[src/rtl/wirf_pkg.sv]
package wirf_pkg;
  typedef enum logic [1:0] {
    FLOW_IDLE = 2'd0,
    FLOW_CALL = 2'd1,
    FLOW_RET  = 2'd2
  } flow_op_e;

  // Call has priority over return when both strobes are present.
  function automatic flow_op_e pick_flow(input logic call_s, input logic ret_s);
    if (call_s)     return FLOW_CALL;
    else if (ret_s) return FLOW_RET;
    else            return FLOW_IDLE;
  endfunction
endpackage

[src/rtl/wirf_window_bank.sv]
module wirf_window_bank #(
  parameter int NWIN  = 4,
  parameter int NSLOT = 32,
  parameter int IW    = 32,
  parameter logic [IW-1:0] NOP_WORD = '0
) (
  input  logic                     clk,
  input  logic                     rst_n,
  input  logic                     wr_en,
  input  logic [$clog2(NWIN)-1:0]  wr_win,
  input  logic [$clog2(NSLOT)-1:0] wr_slot,
  input  logic [IW-1:0]            wr_data,
  input  logic [$clog2(NWIN)-1:0]  act_win,
  input  logic [$clog2(NSLOT)-1:0] rd_slot,
  output logic [IW-1:0]            rd_data,
  output logic [NWIN-1:0]          win_en
);
  localparam int PW      = $clog2(NWIN);
  localparam int SW      = $clog2(NSLOT);
  localparam int ENTRIES = NWIN * NSLOT;

  logic [IW-1:0]      store [ENTRIES];
  logic [ENTRIES-1:0] filled;

  logic [PW+SW-1:0] wr_idx, rd_idx;
  assign wr_idx = {wr_win, wr_slot};
  assign rd_idx = {act_win, rd_slot};

  always_ff @(posedge clk) begin
    if (wr_en) store[wr_idx] <= wr_data;
  end

  always_ff @(posedge clk or negedge rst_n) begin
    if (!rst_n)     filled <= '0;
    else if (wr_en) filled[wr_idx] <= 1'b1;
  end

  assign rd_data = filled[rd_idx] ? store[rd_idx] : NOP_WORD;

  for (genvar g = 0; g < NWIN; g++) begin : g_en
    assign win_en[g] = (act_win == PW'(g));
  end
endmodule

[src/rtl/wirf_link_stack.sv]
module wirf_link_stack #(
  parameter int DEPTH = 8,
  parameter int AW    = 32,
  parameter int PW    = 2
) (
  input  logic          clk,
  input  logic          rst_n,
  input  logic          push,
  input  logic          pop,
  input  logic [AW-1:0] push_addr,
  input  logic [PW-1:0] push_ptr,
  output logic [AW-1:0] top_addr,
  output logic [PW-1:0] top_ptr,
  output logic          empty,
  output logic          full
);
  localparam int IDX_W = (DEPTH > 1) ? $clog2(DEPTH) : 1;
  localparam int CNT_W = $clog2(DEPTH + 1);

  logic [AW-1:0]    addr_q [DEPTH];
  logic [PW-1:0]    ptr_q  [DEPTH];
  logic [IDX_W-1:0] head, head_up, head_dn;
  logic [CNT_W-1:0] count;

  function automatic logic [IDX_W-1:0] wrap_inc(input logic [IDX_W-1:0] i);
    return (i == IDX_W'(DEPTH - 1)) ? '0 : i + 1'b1;
  endfunction

  function automatic logic [IDX_W-1:0] wrap_dec(input logic [IDX_W-1:0] i);
    return (i == '0) ? IDX_W'(DEPTH - 1) : i - 1'b1;
  endfunction

  assign head_up  = wrap_inc(head);
  assign head_dn  = wrap_dec(head);
  assign empty    = (count == '0);
  assign full     = (count == CNT_W'(DEPTH));
  assign top_addr = addr_q[head_dn];
  assign top_ptr  = ptr_q[head_dn];

  // The circular write pointer overwrites the oldest pair once full.
  always_ff @(posedge clk) begin
    if (push) begin
      addr_q[head] <= push_addr;
      ptr_q[head]  <= push_ptr;
    end
  end

  always_ff @(posedge clk or negedge rst_n) begin
    if (!rst_n) begin
      head  <= '0;
      count <= '0;
    end else if (push) begin
      head <= head_up;
      if (!full) count <= count + 1'b1;
    end else if (pop && !empty) begin
      head  <= head_dn;
      count <= count - 1'b1;
    end
  end
endmodule

[src/rtl/windowed_irf.sv]
module windowed_irf #(
  parameter int NUM_WIN     = 4,
  parameter int NUM_SLOTS   = 32,
  parameter int INSN_W      = 32,
  parameter int ADDR_W      = 32,
  parameter int STACK_DEPTH = 8,
  parameter int WORD_OFS    = 2,
  parameter logic [INSN_W-1:0] NOP_INSN = '0
) (
  input  logic                         clk,
  input  logic                         rst_n,
  input  logic [$clog2(NUM_SLOTS)-1:0] rd_slot,
  output logic [INSN_W-1:0]            rd_insn,
  input  logic                         wr_en,
  input  logic [$clog2(NUM_WIN)-1:0]   wr_win,
  input  logic [$clog2(NUM_SLOTS)-1:0] wr_slot,
  input  logic [INSN_W-1:0]            wr_insn,
  input  logic                         call_req,
  input  logic [ADDR_W-1:0]            call_target,
  input  logic [ADDR_W-1:0]            call_link,
  input  logic                         ret_req,
  output logic                         redirect_valid,
  output logic [ADDR_W-1:0]            redirect_pc,
  output logic [$clog2(NUM_WIN)-1:0]   win_ptr,
  output logic [NUM_WIN-1:0]           win_enable,
  output logic                         stack_overflow,
  output logic                         stack_underflow
);
  import wirf_pkg::*;

  localparam int PTR_W = $clog2(NUM_WIN);

  function automatic logic [PTR_W-1:0] ptr_in_addr(input logic [ADDR_W-1:0] a);
    return a[WORD_OFS +: PTR_W];
  endfunction

  function automatic logic [ADDR_W-1:0] fetch_form(input logic [ADDR_W-1:0] a);
    logic [ADDR_W-1:0] m;
    m = '0;
    m[WORD_OFS +: PTR_W] = '1;
    return a & ~m;
  endfunction

  flow_op_e          flow;
  logic              do_call, do_ret, ret_empty;
  logic              stk_empty, stk_full;
  logic [ADDR_W-1:0] stk_addr;
  logic [PTR_W-1:0]  stk_ptr;

  assign flow      = pick_flow(call_req, ret_req);
  assign do_call   = (flow == FLOW_CALL);
  assign do_ret    = (flow == FLOW_RET) && !stk_empty;
  assign ret_empty = (flow == FLOW_RET) && stk_empty;

  wirf_link_stack #(.DEPTH(STACK_DEPTH), .AW(ADDR_W), .PW(PTR_W)) u_stack (
    .clk      (clk),
    .rst_n    (rst_n),
    .push     (do_call),
    .pop      (do_ret),
    .push_addr(call_link),
    .push_ptr (win_ptr),
    .top_addr (stk_addr),
    .top_ptr  (stk_ptr),
    .empty    (stk_empty),
    .full     (stk_full)
  );

  wirf_window_bank #(.NWIN(NUM_WIN), .NSLOT(NUM_SLOTS), .IW(INSN_W), .NOP_WORD(NOP_INSN)) u_bank (
    .clk    (clk),
    .rst_n  (rst_n),
    .wr_en  (wr_en),
    .wr_win (wr_win),
    .wr_slot(wr_slot),
    .wr_data(wr_insn),
    .act_win(win_ptr),
    .rd_slot(rd_slot),
    .rd_data(rd_insn),
    .win_en (win_enable)
  );

  always_ff @(posedge clk or negedge rst_n) begin
    if (!rst_n) begin
      win_ptr         <= '0;
      redirect_valid  <= 1'b0;
      redirect_pc     <= '0;
      stack_overflow  <= 1'b0;
      stack_underflow <= 1'b0;
    end else begin
      redirect_valid <= do_call || do_ret;
      if (do_call) begin
        win_ptr     <= ptr_in_addr(call_target);
        redirect_pc <= fetch_form(call_target);
        if (stk_full) stack_overflow <= 1'b1;
      end else if (do_ret) begin
        win_ptr     <= stk_ptr;
        redirect_pc <= stk_addr;
      end
      if (ret_empty) stack_underflow <= 1'b1;
    end
  end
endmodule

[config.mk]
export PLATFORM = sky130hd
export DESIGN_NAME = windowed_irf
export DESIGN_NICKNAME = d
export VERILOG_FILES = /design/src/rtl/wirf_pkg.sv /design/src/rtl/wirf_window_bank.sv /design/src/rtl/wirf_link_stack.sv /design/src/rtl/windowed_irf.sv
export SDC_FILE = /design/constraint.sdc
export NUM_CORES = 2
export LEC_CHECK = 0
export BUFFER_PORTS_ARGS = -buffer_cell sky130_fd_sc_hd__buf_4
export CORE_ASPECT_RATIO = 1.2
export CORE_MARGIN = 2
export CORE_UTILIZATION = 57
export CTS_CLUSTER_SIZE = 28
export DETAILED_ROUTE_END_ITERATION = 7
export PLACE_DENSITY = 0.76
export SYNTH_ARGS = -nofsm -noshare
export SYNTH_HDL_FRONTEND = slang
export SYNTH_MEMORY_MAX_BITS = 65536
export SYNTH_SLANG_ARGS = --single-unit
export TNS_END_PERCENT = 5
[constraint.sdc]
create_clock -name clk -period 3.6 [get_ports clk]
set_clock_uncertainty 0.1 [all_clocks]
set_input_delay 0 -clock clk [delete_from_list [all_inputs] [get_ports clk]]
set_output_delay 0 -clock clk [all_outputs]
set_load 0.05 [all_outputs]
Yosys cells after proc, flatten, opt, wreduce, memory -nomap -nowiden:

Memory sizes are Yosys's and may differ from the RTL's.
Cells that the tools add are included.

* register bits: 172
* memory bits (writable): 4368
* logic and storage cells: 62
* memories: 3

* add/subtract/negate cells: 4
* magnitude comparators: 3
* equal/unequal tests: 8
* multiplexer cells: 22
* bitwise gates (word level): 1
* reduce and logical (&&, ||, !) cells: 13

Memories
* u_bank.store: words 128, bits a word 32, read ports 1, clocked after Yosys merged registers in 0, write ports 1, line wirf_window_bank.sv:22 `logic [IW-1:0] store [ENTRIES];`
* u_stack.addr_q: words 8, bits a word 32, read ports 1, clocked after Yosys merged registers in 0, write ports 1, line wirf_link_stack.sv:20 `logic [AW-1:0] addr_q [DEPTH];`
* u_stack.ptr_q: words 8, bits a word 2, read ports 1, clocked after Yosys merged registers in 0, write ports 1, line wirf_link_stack.sv:21 `logic [PW-1:0] ptr_q [DEPTH];`

Operators by type and width (count)
* $or A128 B128 Y128: 1
* $mux W32: 3
* $lt A7 B8 Y1 const B: 2
* $mux W3: 4
* $mux W4: 3
* $mux W2: 4
* $bmux W1 S7: 1
* $demux W1 S7: 1
* $ge A7 B1 Y1 const B: 1
* $eq A2 B2 Y1 const B: 3
* $mux W1: 6
* $add A4 B1 Y4 const B: 1
* $eq A2 B1 Y1 const B: 2
* $eq A4 B4 Y1 const B: 1
* $logic_and A1 B1 Y1: 4
* $logic_not A4 Y1: 1
* $reduce_and A2 Y1: 2
* $reduce_bool A2 Y1: 2
* $sub A4 B1 Y4 const B: 1
* $add A3 B1 Y3 const B: 1
* $eq A3 B3 Y1 const B: 1
* $logic_not A3 Y1: 1
* $sub A3 B1 Y3 const B: 1
* $logic_not A2 Y1: 1
* 3 further kinds: 3

Longest topological paths before layout:

* word-level depth: 7
* gate-level depth with buffers: 13
* depth with buffers taken out: 9

Cells and area by module:

From an unflattened synthesis, not the netlist that was laid out.

* cells, all modules: 7896
* area, all modules: 173171.1 um2

By module, submodules not included
* wirf_window_bank: instances 1, cells an instance 7100, area an instance 160421.4 um2
* wirf_link_stack: instances 1, cells an instance 640, area an instance 11029.3 um2
* windowed_irf: instances 1, cells an instance 156, area an instance 1720.4 um2

Worst setup path before layout:

No wires, ideal clock.

* kind: input port to flip-flop
* from: in call_req
* to: mem u_stack.addr_q[0][0] (enable)
* arrival time: 3050 ps
* setup slack: -17 ps
* cell stages on the path: 4
* buffers on the path: 2
* cell sequence: clkbuf_1 -> clkbuf_1 -> nand2_1 -> nor3_1

* word-level cells in the longest chain between the ends: 4

Ends and longest elaborated chain
* start, declared: line windowed_irf.sv:18 `input logic call_req,`
* $mux W2: line wirf_pkg.sv:10 `if (call_s) return FLOW_CALL;`
* $eq A2 B1 Y1: line windowed_irf.sv:51 `assign do_call = (flow == FLOW_CALL);`
* $mux W1: line wirf_link_stack.sv:42 `if (push) begin`
* $mux W1 (not written as such): line wirf_link_stack.sv:43 `addr_q[head] <= push_addr;`
* end, declared: line wirf_link_stack.sv:20

No other way between the ends.

Final worst setup path:

* from: reg win_ptr[0]
* to: out rd_insn[31]

* word-level cells in the longest chain between the ends: 3

Ends and longest elaborated chain
* start, declared: line windowed_irf.sv:24 `output logic [$clog2(NUM_WIN)-1:0] win_ptr,`
* start signal, assigned: line windowed_irf.sv:91 `win_ptr <= ptr_in_addr(call_target);`
* start signal, assigned: line windowed_irf.sv:95 `win_ptr <= stk_ptr;`
* $bmux W1 S7: line wirf_window_bank.sv:38 `assign rd_data = filled[rd_idx] ? store[rd_idx] : NOP_WORD;`
* $mux W1 (not written as such): line wirf_window_bank.sv:38
* $mux W32 (*): line wirf_window_bank.sv:38
* end, declared: line windowed_irf.sv:13 `output logic [INSN_W-1:0] rd_insn,`

Mark *: on every way between the ends. The rest lies on a longest branch, timed or not. The select of a mux whose other input is x is not followed.

==> flow_summary.toml <==
[outcome]
status = "finished, violations left"
violations = "negative setup slack"

[final_layout]
nets = 9084
layout_commonest_cell = "edfxtp_1"
fin_util = 0.6676
drive_gt1_frac = 0.3188
layout_common_cells = "4368 x edfxtp_1, 1008 x mux4_2, 693 x buf_4"
area_growth_pct = 16.75

[setup_path]
crit_arrival_ns = 4.15
cp_cell_sequence = "buf_2 -> nand2b_1 -> inv_1 -> buf_4 -> nand2_4 -> buf_4 -> a21oi_1 -> nor3_1 -> buf_4 -> a31oi_2 -> buf_4 -> buf_4"
path_depth = 12
critical_path.max_stage_delay_ns = 0.48
crit_buf_inv = 7
crit_family = "buffers and inverters"
r2r_cells = 11
required_ns = 3.50
start_kind = "register"
slowest_stage = "dfrtp_2"
endpoint_kind = "output pin"
crit_top_cell = "buf_4"
cp_max_fo = 9
path_class = "register to output pin"

[grt]
antenna_found_initial = 44
grt_pass1_wl_microns = 721200
grt_max_degree = 129
overflow = 0
grtUsageTotal = 0.3375
grt_pass1_vias = 92270

[synth]
syn_inst = 7862
synth_edf_count = 4368
yosysWarnings = 0
synth-main-ff-cell = "edfxtp_1"
syn_nets = 7982
seq_area_frac_synth = 0.7789
syn_area_sq_um = 173900
yosysUniqueCellTypes = 61
ys_ff_latch = 4540
synth-async-reset-ratio = 0.03789
synth_area_per_cell_sq_um = 22.12

[cts]
numCtsBuffers = 423
htreeDepth = 5
cts_root_buf = "clkbuf_16"
worstSkewPairLatency_ns = 0.97
cts_sinks = 4540
path_clk_slew_ns = 0.07
clockBufferDepth = 4
tritoncts = "built"

[die]
io_pins = 186
start_util = 0.5718
dieWidth_microns = 508.3
core_sq_um = 304200
rows = 222
dieArea_sq_um = 309600
fp.dieH_microns = 609.1

[drt]
ant_nets = 0
vias_per_cell = 6.987
drtIter0Drc = 16166
wl_per_cell_microns = 39.26
vias = 93427
routed_wl_microns = 525000
dr.pass1.iters = 7
drc_errors = 0

[sta]
finalCriticalPeriod_ns = 4.252
rsz0062_at_grt = "true"
worst_pin_slew_ns = 1.430
max_slew_margin = 0.04648
maxClockFrequency_ghz = 0.2352
setup_viol = 32
finalCritPeriodShare = 1.181
hold_viol = 0
slew_violations = 0
fin_ws_ns = -0.6521

[hold_path]
whs_path_depth = 3
min_path_type = "primary input to register"

[place]
finalWeightedCongestion = 0.9685
place_ws_ns = -0.5732
io_buffers = 185
dp_hpwl_microns = 305900

[power]
vdd_drop_max_mv = 0.5291
power_density_nw_per_um2 = 579.8
power_leakage_nw = 66.26
totalPowerFinal_mw = 117.7

[flow_run]
max_cap_viol_count = 0
cell usage after synthesis, types with 13 or more instances:
master	n	area share
a22oi_1	270	0.012
or2_2	132	0.0047
buf_6	75	0.0049
a21oi_1	89	0.0026
buf_4	89	0.0038
nand2_1	180	0.0039
o22ai_1	28	0.0010
o211ai_1	13	0.00056
mux4_2	1008	0.13
nor3_1	57	0.0016
dfrtp_1	172	0.025
clkbuf_1	124	0.0027
mux2_2	19	0.0012
a31oi_1	33	0.0012
buf_2	109	0.0031
nor2_1	215	0.0046
nor4_1	14	0.00050
buf_1	15	0.00032
nor2b_1	16	0.00058
a22o_1	37	0.0019
a211oi_1	21	0.00091
edfxtp_1	4368	0.75
mux2i_1	372	0.021
o21ai_0	41	0.0012
nand4_1	48	0.0017
a221oi_1	84	0.0042
nand3_1	88	0.0025
inv_1	34	0.00073
through the flow:
stage / setup TNS [ns] / cell area (sq um) / cells / hold slack, ns
after floorplan: -0.5556 / 173900 / 7862 / -0.3956
after global placement: -8.210 / 185300 / 12316 / 0.05223
after detailed placement: -7.448 / 185300 / 12317 / 0.06428
after CTS: -11.16 / 202800 / 13349 / 0.005921
after global routing: -14.61 / 203000 / 13358 / 0.05408
final: -14.95 / 203100 / 13372 / 0.03662
tightest hold or removal path: stages:
cell and delay (ns):
dlygate4sd3_1 0.54, buf_4 0.14, buf_12 0.20
kinds of logic (layout without fill, tap and decap cells):
kind of cell    Yosys count  in the layout  share of synthesized area
xor+xnor                  4              4                  0.0002015
buf+inv                 456           1914                    0.01640
mux                    1411           1411                     0.1550
simple gates            795            795                    0.02214
other cells               0             20                          0
compound gates          649            649                    0.02683
flops                  4540           4540                     0.7789
fa+ha+maj                 7              7                  0.0005467
registers in the layout, summed over array words and instances (netlist names):
register         count
u_bank.filled      128
stack_overflow       1
u_stack.head         3
u_stack.ptr_q       16
win_ptr              2
u_stack.count        4
redirect_valid       1
u_stack.addr_q     256
redirect_pc         32
u_bank.store      4096
stack_underflow      1
layout make-up:
cell class | instances | area (sq um)
Tap cell | 4032 | 5045
Inverter | 34 | 131.4
Multi-Input combinational cell | 2866 | 37630
Clock buffer | 527 | 11240
Antenna cell | 20 | 50.05
Clock inverter | 254 | 2744
Timing Repair Buffer | 1099 | 10740
Sequential cell | 4540 | 135500
Fill cell | 18201 | 101100
power by group:
group	total (mW)	internal (mW)	switching, mW
logic	13.0	4.91	8.07
clock network	45.5	25.6	19.8
registers	59.3	58.8	0.438
per-layer routing:
metal  global-route usage  routed length (microns)
met1               0.4306                   169700
met2               0.5244                   248700
met3              0.08369                    66440
met4               0.2124                    39940
met5                    0                      125
final timing paths:
path,start,end,slack (ns)
max in group asynchronous,rst_n,u_bank.filled[17]$_DFFE_PN0P_,2.48
min in group asynchronous,rst_n,redirect_pc[26]$_DFFE_PN0P_,0.19
worst min register to register,u_bank.filled[66]$_DFFE_PN0P_,u_bank.filled[66]$_DFFE_PN0P_,0.36
worst max register to register,u_stack.head[0]$_DFFE_PN0P_,redirect_pc[0]$_DFFE_PN0P_,0.21
worst min-delay path,wr_insn[4],u_bank.store[52][4]$_DFFE_PP_,0.04
worst max-delay path,win_ptr[0]$_DFFE_PN0P_,rd_insn[31],-0.65
what timing repair did:
| item | in CTS | in global routing |
|---|---|---|
| pin swaps | 16 | 7 |
| endpoints found under the setup margin | 32 | 37 |
| hold buffers | 224 | 0 |
| gates cloned | 2 | 0 |
| resized for setup | 186 | 32 |
| setup buffers | 25 | 4 |
| endpoints found under the hold margin | 5116 | 0 |
Power figures use the tool's default switching activity.
